**config.mk**
```make
export PLATFORM = sky130hd
export DESIGN_NAME = drvsup_top
export DESIGN_NICKNAME = d
export VERILOG_FILES = /design/src/rtl/drvsup_pkg.sv /design/src/rtl/drvsup_seq.sv /design/src/rtl/drvsup_therm.sv /design/src/rtl/drvsup_short.sv /design/src/rtl/drvsup_top.sv
export SDC_FILE = /design/constraint.sdc
export NUM_CORES = 1
export LEC_CHECK = 0
export ABC_AREA = 1
export BUFFER_PORTS_ARGS = -buffer_cell sky130_fd_sc_hd__clkbuf_2
export CORE_MARGIN = 8
export CORE_UTILIZATION = 50
export DETAILED_ROUTE_END_ITERATION = 7
export HOLD_SLACK_MARGIN = 0.05
export PLACE_DENSITY = 0.69
export SLEW_MARGIN = 20
export SYNTH_ARGS = -nofsm -noshare
export SYNTH_HDL_FRONTEND = slang
export SYNTH_SLANG_ARGS = --single-unit
```
**constraint.sdc**
```tcl
create_clock -name clk_i -period 1.8 [get_ports clk_i]
set_clock_uncertainty 0.05 [all_clocks]
set_input_delay 0.18 -clock clk_i [delete_from_list [all_inputs] [get_ports clk_i]]
set_output_delay 0.18 -clock clk_i [all_outputs]
set_load 0.01 [all_outputs]
```
**src/rtl/drvsup_pkg.sv**
```systemverilog
package drvsup_pkg;
  typedef enum logic [1:0] {
    PWR_OFF  = 2'd0,
    PWR_RAMP = 2'd1,
    PWR_ON   = 2'd2,
    PWR_FALL = 2'd3
  } pwr_state_e;
endpackage

```
**src/rtl/drvsup_seq.sv**
```systemverilog
module drvsup_seq
  import drvsup_pkg::*;
#(
  parameter int T_UP = 34,
  parameter int T_DN = 3
) (
  input  logic clk_i,
  input  logic rst_ni,
  input  logic tick_i,
  input  logic en_i,
  input  logic por_i,
  output logic pwr_on_o,
  output logic mute_o,
  output logic active_o
);
  localparam int MAXT = (T_UP > T_DN) ? T_UP : T_DN;
  localparam int CW   = $clog2(MAXT + 1);

  pwr_state_e      state_q;
  logic [CW-1:0]   cnt_q;

  always_ff @(posedge clk_i or negedge rst_ni) begin
    if (!rst_ni) begin
      state_q <= PWR_OFF;
      cnt_q   <= '0;
    end else if (por_i) begin
      state_q <= PWR_OFF;
      cnt_q   <= '0;
    end else begin
      unique case (state_q)
        PWR_OFF: begin
          cnt_q <= '0;
          if (en_i) state_q <= PWR_RAMP;
        end
        PWR_RAMP: begin
          if (!en_i) begin
            state_q <= PWR_FALL;
            cnt_q   <= '0;
          end else if (tick_i) begin
            if (cnt_q == CW'(T_UP - 1)) begin
              state_q <= PWR_ON;
              cnt_q   <= '0;
            end else begin
              cnt_q <= cnt_q + 1'b1;
            end
          end
        end
        PWR_ON: begin
          if (!en_i) begin
            state_q <= PWR_FALL;
            cnt_q   <= '0;
          end
        end
        PWR_FALL: begin
          if (tick_i) begin
            if (cnt_q == CW'(T_DN - 1)) begin
              state_q <= PWR_OFF;
              cnt_q   <= '0;
            end else begin
              cnt_q <= cnt_q + 1'b1;
            end
          end
        end
        default: state_q <= PWR_OFF;
      endcase
    end
  end

  assign pwr_on_o = (state_q == PWR_ON);
  assign mute_o   = (state_q != PWR_ON);
  assign active_o = (state_q != PWR_OFF);
endmodule

```
**src/rtl/drvsup_therm.sv**
```systemverilog
module drvsup_therm #(
  parameter int T_COOL = 47
) (
  input  logic clk_i,
  input  logic rst_ni,
  input  logic tick_i,
  input  logic por_i,
  input  logic ot_i,
  input  logic cool_i,
  output logic hold_o
);
  localparam int CW = $clog2(T_COOL + 1);

  logic          hot_q;
  logic [CW-1:0] cnt_q;

  always_ff @(posedge clk_i or negedge rst_ni) begin
    if (!rst_ni) begin
      hot_q <= 1'b0;
      cnt_q <= '0;
    end else if (por_i) begin
      hot_q <= 1'b0;
      cnt_q <= '0;
    end else if (ot_i) begin
      hot_q <= 1'b1;
      cnt_q <= '0;
    end else if (hot_q) begin
      if (!cool_i) begin
        cnt_q <= '0;
      end else if (tick_i) begin
        if (cnt_q == CW'(T_COOL - 1)) begin
          hot_q <= 1'b0;
          cnt_q <= '0;
        end else begin
          cnt_q <= cnt_q + 1'b1;
        end
      end
    end
  end

  // comparator cuts drivers before the flag registers
  assign hold_o = hot_q | ot_i;
endmodule

```
**src/rtl/drvsup_short.sv**
```systemverilog
module drvsup_short #(
  parameter int N_DRV  = 4,
  parameter int T_QUAL = 14,
  parameter int T_OFF  = 47
) (
  input  logic             clk_i,
  input  logic             rst_ni,
  input  logic             tick_i,
  input  logic             por_i,
  input  logic             arm_i,
  input  logic [N_DRV-1:0] oc_i,
  output logic             trip_o,
  output logic             off_o
);
  localparam int QW = $clog2(T_QUAL + 1);
  localparam int OW = $clog2(T_OFF + 1);

  logic          off_q;
  logic [QW-1:0] qcnt_q;
  logic [OW-1:0] ocnt_q;
  logic          oc_any;

  assign oc_any = |oc_i;
  assign trip_o = !off_q && arm_i && oc_any && tick_i &&
                  (qcnt_q == QW'(T_QUAL - 1));

  always_ff @(posedge clk_i or negedge rst_ni) begin
    if (!rst_ni) begin
      off_q  <= 1'b0;
      qcnt_q <= '0;
      ocnt_q <= '0;
    end else if (por_i) begin
      off_q  <= 1'b0;
      qcnt_q <= '0;
      ocnt_q <= '0;
    end else if (off_q) begin
      qcnt_q <= '0;
      if (tick_i) begin
        if (ocnt_q == OW'(T_OFF - 1)) begin
          off_q  <= 1'b0;
          ocnt_q <= '0;
        end else begin
          ocnt_q <= ocnt_q + 1'b1;
        end
      end
    end else if (trip_o) begin
      off_q  <= 1'b1;
      qcnt_q <= '0;
      ocnt_q <= '0;
    end else if (arm_i && oc_any) begin
      if (tick_i) qcnt_q <= qcnt_q + 1'b1;
    end else begin
      qcnt_q <= '0;
    end
  end

  assign off_o = off_q;
endmodule

```
**src/rtl/drvsup_top.sv**
```systemverilog
module drvsup_top #(
  parameter int N_DRV     = 4,
  parameter int T_PWRUP   = 34,
  parameter int T_PWRDN   = 3,
  parameter int T_COOL    = 47,
  parameter int T_SC_QUAL = 14,
  parameter int T_SC_OFF  = 47
) (
  input  logic             clk_i,
  input  logic             rst_ni,
  input  logic             tick_i,
  input  logic             en_i,
  input  logic             por_i,
  input  logic             ot_i,
  input  logic             cool_i,
  input  logic [N_DRV-1:0] oc_i,
  input  logic             uv_i,
  output logic             drv_en_o,
  output logic             mute_o,
  output logic             active_o,
  output logic             flt_thermal_o,
  output logic             flt_short_o,
  output logic             flt_uv_o
);
  logic pwr_on, therm_hold, sc_trip, sc_off;
  logic flt_th_q, flt_sc_q, flt_uv_q;

  drvsup_seq #(.T_UP(T_PWRUP), .T_DN(T_PWRDN)) u_seq (
    .clk_i, .rst_ni, .tick_i, .en_i, .por_i,
    .pwr_on_o(pwr_on), .mute_o(mute_o), .active_o(active_o)
  );

  drvsup_therm #(.T_COOL(T_COOL)) u_therm (
    .clk_i, .rst_ni, .tick_i, .por_i, .ot_i, .cool_i,
    .hold_o(therm_hold)
  );

  drvsup_short #(.N_DRV(N_DRV), .T_QUAL(T_SC_QUAL), .T_OFF(T_SC_OFF)) u_short (
    .clk_i, .rst_ni, .tick_i, .por_i,
    .arm_i(pwr_on), .oc_i(oc_i),
    .trip_o(sc_trip), .off_o(sc_off)
  );

  always_ff @(posedge clk_i or negedge rst_ni) begin
    if (!rst_ni) begin
      flt_th_q <= 1'b0;
      flt_sc_q <= 1'b0;
      flt_uv_q <= 1'b0;
    end else if (por_i) begin
      flt_th_q <= 1'b0;
      flt_sc_q <= 1'b0;
      flt_uv_q <= 1'b0;
    end else begin
      if (ot_i)    flt_th_q <= 1'b1;
      if (sc_trip) flt_sc_q <= 1'b1;
      if (uv_i)    flt_uv_q <= 1'b1;
    end
  end

  assign drv_en_o      = pwr_on & ~therm_hold & ~sc_off & ~uv_i;
  assign flt_thermal_o = flt_th_q;
  assign flt_short_o   = flt_sc_q;
  assign flt_uv_o      = flt_uv_q;
endmodule

```
==> metrics.md, run 1 <==
| Metric | Value |
|---|---|
| CP max stage cell | dfrtp_2 |
| Total gr overflow | 0 |
| Cell Area, Placed | 0.001944 mm² |
| Filler cell count | 347 |
| Worst-path clk slew | ~0.09 ns |
| Worst-Skew Late Latency | 0.32 ns |
| Nets@finish | between 200 and 300 |
| Vias in the first global route | ~1500 |
| First-pass GRT wire length | approximately 6600 µm |
| TritonCTS clock tree | built |
| CTS root buf | clkbuf_4 |
| Core ar. | between 0.003 and 0.004 mm² |
| Share of the synthesized area in the top cell type | about two fifths |
| Post-route DRC | 0 |
| CP Capture Type | output pin |
| RD Place Congestion | approximately 0.89 |
| Worst setup SP type | flip-flop |
| Sequential fraction of the synthesis area | about two fifths |
| Syn_nets | around 260 |
| Crit path buffers/inverters | 3 |
| FF+latch area | ~730 µm² |
| Top cells by area, synth | dfrtp_1, nand2_1, ha_1 |
| Maximum achievable frequency | ~600 MHz |
| Endpoint required time on the critical path | approximately 1.6 ns |
| Tcrit/Tclk final | between 90% and 100% |
| Largest net degree at the start of global routing | 30 |
| P&R area growth vs syn | 12.85% |
| Vias/cell | roughly 5 |
| Ant diodes | 0 |
| CP cell instances | inv_4 > ha_4 > inv_1 > nor4_1 > buf_2 |
| Setup TNS | 0 ns |
| CP max stage delay | between 0.4 and 0.5 ns |
| Design area | roughly 0.0020 mm² |
| Post-CTS Setup Bufs | 0 |
| Site Rows | 22 |
| Worst Tran Pin Value | 0.7276 ns |
| Max Buffers Root-to-Sink | 2 |
| RSZ-0062 raised after global routing | false |
| Drt wl/cell | roughly 12 µm |
| Die Wd | 76.18 µm |
| Final Setup Violations | 0 |
| Yosys reg bits | 29 |
| Asr flop ratio synth | 100.0% |
| IO Port Bufs | 17 |
| Register-to-Register Path Depth | 10 |
| Antenna-violating nets left | 0 |
| Via count | about 1500 |
| Crit Path Max Fanout | 6 |
| Hold Path Class | input pin to flip-flop |
| Ys Warns | 0 |
| Peak supply drop | roughly 0.4 mV |
| Count leader, synth | nand2_1 |
| Run status | finished, final reports clean |
| EDFF count, synth | 0 |
| GRT Util Overall | a little over an eighth |
| Layout cells sized above 1 | between 10% and 20% |
| Post-synth top area cell | dfrtp_1 |
| Stages on worst setup path | 5 |
| Slew headroom | between 50% and 60% |
| Hold path depth | 3 |
| Crit path kind | flip-flop to output pin |
| Clock sink count | 29 |
| Power per standard cell area | between 700 and 800 mW/mm² |
| I/O pin count | 18 |
| CP delay by family, top | flip-flops |
| List of most frequent post-synthesis cells | nand2_1, inv_1, dfrtp_1, nor2_1, nand3_1 |
| Hpwl dp | around 2800 µm |
| Final worst path period need | between 1.5 and 2 ns |
| Endpoints failing hold | 0 |
| Netlist Area Pre-Place | approximately 0.0018 mm² |
| Post-synth top flop | dfrtp_1 |
| Drt pass-1 iters | 4 |
| Initial antenna violation count | 0 |
| Max-Cap Viols | 0 |
| CTS H-Tree Depth | 2 |
| Die area | 0.005803 mm² |
| Footprint of the multi-input gates | ~960 µm² |
| Syn avg cell area | roughly 7.6 µm² |
| Max-slew violations | 0 |
| Drt total wl | about 3700 µm |
| Lkg Pwr | 0.9895 nW |
| Post-Syn Instances | around 240 |
| Synth cell types | 31 |
| Initial Util | ~51% |
| Die H | ~76 µm |
| Crit path arrival time | around 1.5 ns |
| DRT iter0 DRCs | 54 |
| CTS buffer count | 5 |
[cell families (layout without fill, tap and decap cells)]
family	count (synthesis)	after routing	synth area share, %
and+or+nand+nor	126	126	30.34
buffers and inverters	36	61	8.086
DFF	29	29	40.08
AOI/OAI and AO/OA	28	28	9.884
adders and majority gates	14	14	9.675
xor gates and xnor gates	4	4	1.935
[stage by stage]
stage | setup WS [ns] | hold WS, ns | std cells | total power, W | util (%)
2_1_floorplan | 0.2806 | -0.1656 | 237 | 0.0009857 | -
3_3_place_gp | 0.1298 | 0.2251 | 301 | 0.001100 | 54.34
3_5_place_dp | 0.1126 | 0.2186 | 301 | 0.001107 | 54.34
4_1_cts | 0.01251 | 0.06743 | 310 | 0.001532 | 56.82
5_1_grt | 0.002971 | 0.1048 | 310 | 0.001631 | 57.10
6_report | 0.1036 | 0.07188 | 310 | 0.001527 | 57.10
[cell type report]
type	instances	share of cell area [%]
Multi-Input combinational cell	172	46.91
Timing Repair Buffer	20	5.511
Tap cell	48	2.939
Sequential cell	29	35.58
Clock buffer	7	2.694
Inverter	34	6.369
[where the power goes]
group / leakage (nW) / switching (W) / total (W) / internal, W
clock: 0.0314 / 0.000212 / 0.000396 / 0.000184
combinational: 0.560 / 0.000256 / 0.000407 / 0.000151
sequential: 0.398 / 0.0000423 / 0.000724 / 0.000682
total: 0.989 / 0.000510 / 0.00153 / 0.00102
[metal layers]
metal  GRT usage, %  wire (µm)  vias to the layer above
met2          21.85       1711                       24
met5              0          0                        -
met4          5.000         63                        0
li1               -          -                      817
met1          16.74       1731                      698
met3          4.481        179                        9
[final timing paths]
check / to / start / slack, ns
worst max-delay path: drv_en_o / u_seq.state_q[0] / 0.10
worst min-delay path: flt_thermal_o / ot_i / 0.07
worst max register to register: u_seq.state_q[0] / u_seq.state_q[1] / 0.14
worst min register to register: flt_short_o / flt_short_o / 0.45
max in group asynchronous: u_seq.state_q[0] / rst_ni / 0.80
min in group asynchronous: u_short.ocnt_q[0] / rst_ni / 0.39
[what timing repair did]
action,4_1_cts,5_1_grt
resized for setup,4,4
pin swaps,0,1
setup endpoints to repair,1,6
hold buffers,2,0
endpoints found under the hold margin,30,0
[sequential cells by signal (all words and copies together), names as in the netlist, 2 cells and up]
| signal | cells |
|---|---|
| u_seq.cnt_q | 6 |
| u_short.ocnt_q | 6 |
| u_therm.cnt_q | 6 |
| u_short.qcnt_q | 4 |
| u_seq.state_q | 2 |
[placed cells by master, fill, tap and decap left out, drive strengths merged, types with 2 or more instances in the layout]
cell         synthesis  routed
dlygate4sd3          0       2
nor2                29      29
nand3               27      27
nor3                 6       6
nand4                2       2
nand3b               2       2
clkbuf               0      23
nand2               57      57
ha                  14      14
dfrtp               29      29
o21bai               2       2
a21oi                7       7
o22ai                3       3
buf                  2       2
inv                 34      34
xor2                 3       3
o21ai               10      10
nor4                 2       2
[tightest hold or removal path, stage by stage]
cell      delay, ns
clkbuf_2       0.11
nor2_1         0.05
nor2_1         0.07
(Power assumes the default switching activity.)
==> run 2: changes to the inputs <==
--- a/config.mk
+++ b/config.mk
@@ -8,10 +8,10 @@
 export ABC_AREA = 1
 export BUFFER_PORTS_ARGS = -buffer_cell sky130_fd_sc_hd__clkbuf_2
 export CORE_MARGIN = 8
-export CORE_UTILIZATION = 50
+export CORE_UTILIZATION = 58
 export DETAILED_ROUTE_END_ITERATION = 7
 export HOLD_SLACK_MARGIN = 0.05
-export PLACE_DENSITY = 0.69
+export PLACE_DENSITY = 0.78
 export SLEW_MARGIN = 20
 export SYNTH_ARGS = -nofsm -noshare
 export SYNTH_HDL_FRONTEND = slang
==> metrics.md, run 2 (synthesis gave the netlist of run 1 again) <==
| Metric | Value |
|---|---|
| Antenna-violating nets left | 0 (unchanged) |
| Initial Util | 60.29% (was 50.59%) |
| Crit path arrival time | 1.82 ns (was 1.47 ns) |
| RD Place Congestion | 0.8851 (was 0.8867) |
| Lkg Pwr | 0.9971 nW (was 0.9895 nW) |
| Reg2reg end | u_seq.cnt_q[5] (was u_seq.state_q[0]) |
| Endpoint required time on the critical path | 1.96 ns (was 1.57 ns) |
| Worst hold start | uv_i (was ot_i) |
| Final worst path period need | 1.665 ns (was 1.696 ns) |
| Vias in the first global route | 1517 (was 1522) |
| Peak supply drop | 0.3712 mV (was 0.4035 mV) |
| Endpoints failing hold | 0 (unchanged) |
| Die area | 0.005165 mm² (was 0.005803 mm²) |
| Biggest regs | u_seq.cnt_q (6), u_short.ocnt_q (6), u_therm.cnt_q (6) (unchanged) |
| Run status | finished, final reports clean (unchanged) |
| Drt total wl | 3750 µm (was 3686 µm) |
| Nets@finish | 288 (unchanged) |
| Ant diodes | 0 (unchanged) |
| Crit path kind | flip-flop to flip-flop (was flip-flop to output pin) |
| RR Startpoint | u_seq.state_q[1] (unchanged) |
| Site Rows | 20 (was 22) |
| Clock sink count | 29 (unchanged) |
| Post-route DRC | 0 (unchanged) |
| Hpwl dp | 2780 µm (was 2801 µm) |
| Register-to-Register Path Depth | 10 (unchanged) |
| R2R setup slack | 0.14 ns (about the same) |
| IO Port Bufs | 17 (unchanged) |
| I/O pin count | 18 (unchanged) |
| Worst setup SP type | flip-flop (unchanged) |
| Max Buffers Root-to-Sink | 2 (unchanged) |
| Initial antenna violation count | 0 (unchanged) |
| Maximum achievable frequency | 600.7 MHz (was 589.5 MHz) |
| Worst-Skew Late Latency | 0.33 ns (was 0.32 ns) |
| Max-slew violations | 0 (unchanged) |
| Worst Hold Path EP | flt_uv_o (was flt_thermal_o) |
| Die Wd | 71.87 µm (was 76.18 µm) |
| Tcrit/Tclk final | 92.48% (was 94.24%) |
| Core ar. | 0.003003 mm² (was 0.003578 mm²) |
| Final Setup Violations | 0 (unchanged) |
| CP startpoint | u_seq.state_q[1] (was u_seq.state_q[0]) |
| Core Util, Final | 67.88% (was 57.10%) |
| CTS root buf | clkbuf_4 (unchanged) |
| GRT Util Overall | 15.76% (was 13.69%) |
| Commonest cells after routing, fill and taps aside | nand2_1, inv_1, nor2_1, dfrtp_1, nand3_1 (unchanged) |
| Largest net degree at the start of global routing | 30 (unchanged) |
| P&R area growth vs syn | 12.58% (was 12.85%) |
| Most common cell after layout, fill and taps aside | nand2_1 (unchanged) |
| Hold path depth | 3 (unchanged) |
| Slew headroom | 52.71% (was 51.49%) |
| Drt pass-1 iters | 4 (unchanged) |
| Die H | 71.87 µm (was 76.18 µm) |
| CTS H-Tree Depth | 2 (unchanged) |
| Hold Path Class | input pin to flip-flop (unchanged) |
| Worst Tran Pin Value | 0.7093 ns (was 0.7276 ns) |
| Power per standard cell area | 790.3 mW/mm² (was 747.5 mW/mm²) |
| Layout cells sized above 1 | 16.35% (was 14.50%) |
| Placed instance count | 286 (was 301) |
| First-pass GRT wire length | 6596 µm (was 6624 µm) |
| Max-Cap Viols | 0 (unchanged) |
| Post-route insts no fill | 296 (was 310) |
| Crit Path Max Fanout | 7 (was 6) |
| Total gr overflow | 0 (unchanged) |
| Vias/cell | 5.348 (was 4.994) |
| TritonCTS clock tree | built (unchanged) |
| CTS buffer count | 5 (unchanged) |
| Worst-path clk slew | 0.09 ns (about the same) |
| Drt wl/cell | 12.67 µm (was 11.89 µm) |
| DRT iter0 DRCs | 152 (was 54) |
| CP Capture Type | flip-flop (was output pin) |
| Via count | 1583 (was 1548) |
[run 2: cell types whose count changed in the layout (fill, tap and decap cells not counted), sizes merged]
cell / change
dlygate4sd3: -1
clkbuf: +1
clkinv: +1
[run 2: how the worst max path moves through the flow]
| stage | endpoint | slack, ns |
|---|---|---|
| after floorplan | drv_en_o | 0.28 |
| after global placement | drv_en_o | 0.15 |
| after detailed placement | u_short.ocnt_q[2] | 0.11 |
| after CTS | drv_en_o | 0.02 |
| after global routing | u_seq.cnt_q[5] | -0.03 |
| final | u_seq.cnt_q[5] | 0.14 |
[run 2: through the flow]
stage | hold WS [ns] | power (W) | worst slack [ns] | TNS, ns | area [µm²]
finish | 0.07256 | 0.001611 | 0.1354 | 0 | 2038
CTS | 0.06379 | 0.001613 | 0.01798 | 0 | 2032
global route | 0.08575 | 0.001711 | -0.02607 | -0.02607 | 2038
global placement | 0.2242 | 0.001098 | 0.1509 | 0 | 1926
floorplan | -0.1656 | 0.0009857 | 0.2806 | 0 | 1810
detailed placement | 0.2207 | 0.001109 | 0.1068 | 0 | 1926
[run 2: what timing repair did]
item / CTS / global route
pin swaps: 0 / 1
buffers inserted: 1 / 0
endpoints found under the setup margin: 1 / 7
hold buffers: 1 / 0
resized for setup: 4 / 4
endpoints found under the hold margin: 29 / 0
[run 2: critical path, cell delays in order (launching register included)]
cell and delay [ns]:
dfrtp_2 0.45, inv_1 0.13, ha_2 0.22, nand2_1 0.05
nand2_1 0.07, nand2_1 0.08, nand2_2 0.14, inv_2 0.07
nand2_1 0.08, xor2_1 0.14, nor2_1 0.06
[run 2: final cells by class]
| class | count | area, µm² |
|---|---|---|
| flip-flops and latches | 29 | 726.9 |
| repair buffers | 20 | 110.1 |
| fillers | 251 | 964.7 |
| well taps | 33 | 41.29 |
| multi-input cells | 172 | 962.2 |
| clock inverters | 1 | 5.005 |
| clock buffers | 7 | 65.06 |
| inverters | 34 | 127.6 |
[run 2: report_power, final]
part | internal [W] | switching, W
logic | 0.000160 | 0.000278
registers | 0.000682 | 0.0000314
clock network | 0.000226 | 0.000234
total | 0.00107 | 0.000543
[run 2: metal layers]
layer  GRT usage (%)  vias to the layer above  routed length (µm)
met2           23.58                       33                1685
met1           20.32                      725                1768
li1                -                      816                   -
met4           6.576                        0                  78
met5               0                        -                   0
met3           5.021                        9                 218
==> run 3: changes to the inputs <==
--- a/config.mk
+++ b/config.mk
@@ -11,7 +11,7 @@
 export CORE_UTILIZATION = 58
 export DETAILED_ROUTE_END_ITERATION = 7
 export HOLD_SLACK_MARGIN = 0.05
-export PLACE_DENSITY = 0.78
+export PLACE_DENSITY = 0.77
 export SLEW_MARGIN = 20
 export SYNTH_ARGS = -nofsm -noshare
 export SYNTH_HDL_FRONTEND = slang
==> metrics.md, run 3 (synthesis gave the netlist of run 1 again) <==
| Metric | Value |
|---|---|
| Crit path kind | flip-flop to output pin (was flip-flop to flip-flop) |
| TritonCTS clock tree | built (unchanged) |
| RD Place Congestion | 0.8727 (was 0.8851) |
| Run status | finished, final reports clean (unchanged) |
| Lkg Pwr | 0.9895 nW (was 0.9971 nW) |
| CTS buffer count | 5 (unchanged) |
| Final worst path period need | 1.726 ns (was 1.665 ns) |
| Footprint of the multi-input gates | 970.9 µm² (was 962.2 µm²) |
| Ant diodes | 0 (unchanged) |
| Peak supply drop | 0.4982 mV (was 0.3712 mV) |
| Vias/cell | 5.254 (was 5.348) |
| Drt wl/cell | 12.73 µm (was 12.67 µm) |
| Site Rows | 20 (unchanged) |
| Drt total wl | 3755 µm (was 3750 µm) |
| Drt pass-1 iters | 4 (unchanged) |
| Total gr overflow | 0 (unchanged) |
| Layout cells sized above 1 | 16.03% (was 16.35%) |
| CP Capture Type | output pin (was flip-flop) |
| Clock sink count | 29 (unchanged) |
| Largest net degree at the start of global routing | 30 (unchanged) |
| Worst-path clk slew | 0.10 ns (was 0.09 ns) |
| CTS root buf | clkbuf_4 (unchanged) |
| CTS H-Tree Depth | 2 (unchanged) |
| Maximum achievable frequency | 579.5 MHz (was 600.7 MHz) |
| I/O pin count | 18 (unchanged) |
| P&R area growth vs syn | 12.23% (was 12.58%) |
| Crit Path Max Fanout | 5 (was 7) |
| GRT Util Overall | 16.25% (was 15.76%) |
| Die H | 71.87 µm (unchanged) |
| Most common cell after layout, fill and taps aside | nand2_1 (unchanged) |
| Commonest cells after routing, fill and taps aside | nand2_1, inv_1, nor2_1, dfrtp_1, nand3_1 (unchanged) |
| Crit path arrival time | 1.50 ns (was 1.82 ns) |
| Tcrit/Tclk final | 95.86% (was 92.48%) |
| Die area | 0.005165 mm² (unchanged) |
| Initial Util | 60.29% (unchanged) |
| Biggest regs | u_seq.cnt_q (6), u_short.ocnt_q (6), u_therm.cnt_q (6) (unchanged) |
| Die Wd | 71.87 µm (unchanged) |
| Worst setup SP type | flip-flop (unchanged) |
| Via count | 1550 (was 1583) |
| Endpoints failing hold | 0 (unchanged) |
| CP max stage delay | 0.40 ns (was 0.45 ns) |
| Vias in the first global route | 1480 (was 1517) |
| Nets@finish | 288 (unchanged) |
| First-pass GRT wire length | 6582 µm (was 6596 µm) |
| Final Setup Violations | 0 (unchanged) |
| Worst Tran Pin Value | 0.7156 ns (was 0.7093 ns) |
| Max-Cap Viols | 0 (unchanged) |
| Max Buffers Root-to-Sink | 2 (unchanged) |
| RSZ-0062 raised after global routing | false |
| CP max stage cell | dfrtp_1 (was dfrtp_2) |
| Worst-Skew Late Latency | 0.33 ns (about the same) |
| Setup TNS | 0 ns (unchanged) |
| FF+latch area | 726.9 µm² (unchanged) |
| Core ar. | 0.003003 mm² (unchanged) |
| Antenna-violating nets left | 0 (unchanged) |
| Slew headroom | 52.29% (was 52.71%) |
| DRT iter0 DRCs | 82 (was 152) |
| Post-route DRC | 0 (unchanged) |
| Hold Path Class | input pin to flip-flop (unchanged) |
| Max-slew violations | 0 (unchanged) |
| Filler cell count | 254 (was 251) |
| Endpoint required time on the critical path | 1.57 ns (was 1.96 ns) |
| Dpl ws | 0.1258 ns (was 0.1068 ns) |
| Hpwl dp | 2742 µm (was 2780 µm) |
| IO Port Bufs | 17 (unchanged) |
| Final WS setup | 0.07449 ns (was 0.1354 ns) |
| Power per standard cell area | 771.3 mW/mm² (was 790.3 mW/mm²) |
| CP cell instances | inv_2 > ha_4 > inv_1 > nor4_2 > buf_2 (was inv_1 > ha_2 > nand2_1 > nand2_1 > nand2_1 > nand2_2 > inv_2 > nand2_1 > xor2_1 > nor2_1) |
| Initial antenna violation count | 0 (unchanged) |
## run 3: cell types whose count changed in the layout (fill, tap and decap cells not counted), sizes merged
| cell | delta |
|---|---|
| buf | +1 |
| clkinv | -1 |
| clkbuf | -1 |
## run 3: final timing paths
| kind | cells after the start | end | slack, ns | from |
|---|---|---|---|---|
| max in group asynchronous | 2 | u_seq.state_q[1] | 0.83 | rst_ni |
| max | 5 | drv_en_o | 0.07 | u_seq.state_q[0] |
| min | 3 | flt_uv_o | 0.07 | uv_i |
| max reg2reg | 10 | u_seq.state_q[0] | 0.10 | u_seq.state_q[0] |
| min in group asynchronous | 2 | u_short.ocnt_q[1] | 0.37 | rst_ni |
| min reg2reg | 1 | flt_short_o | 0.45 | flt_short_o |
## run 3: area by class of cell
cell class | instances | share of cell area [%]
Inverter | 34 | 6.281
Sequential cell | 29 | 35.78
Clock buffer | 7 | 2.709
Timing Repair Buffer | 20 | 5.419
Tap cell | 33 | 2.032
Multi-Input combinational cell | 172 | 47.78
## run 3: metal layers
layer | wire [µm] | GRT usage (%) | vias up
li1 | - | - | 818
met1 | 1824 | 19.88 | 703
met2 | 1723 | 25.61 | 24
met3 | 160 | 5.579 | 5
met4 | 46 | 6.122 | 0
met5 | 0 | 0 | -
## run 3: stage by stage
stage                     std cells  hold WS [ns]  power (W)  util (%)  cell area (µm²)
final                           295       0.06817   0.001567     67.67             2032
after global routing            295       0.07018   0.001665     67.67             2032
after detailed placement        286        0.2249   0.001101     64.13             1926
after floorplan                 237       -0.1656  0.0009857         -             1810
after CTS                       295       0.06113   0.001556     67.17             2017
after global placement          286        0.2288   0.001097     64.13             1926
## run 3: critical path, delay by kind of cell (launching register included)
family | cells | cell delay, ns
adders and majority gates | 1 | 0.17
and+or+nand+nor | 1 | 0.24
buffers and inverters | 3 | 0.35
DFF | 1 | 0.40
## run 3: what timing repair did
item	in CTS	in global routing
hold endpoints to repair	29	0
hold buffers	1	0
pin swaps	0	1
setup endpoints to repair	1	5
setup buffers	1	0
gates resized for setup	4	6
## run 3: power by group
group / internal (W) / total (W) / switching, W
clock: 0.000184 / 0.000418 / 0.000233
sequential: 0.000682 / 0.000714 / 0.0000321
combinational: 0.000159 / 0.000435 / 0.000276
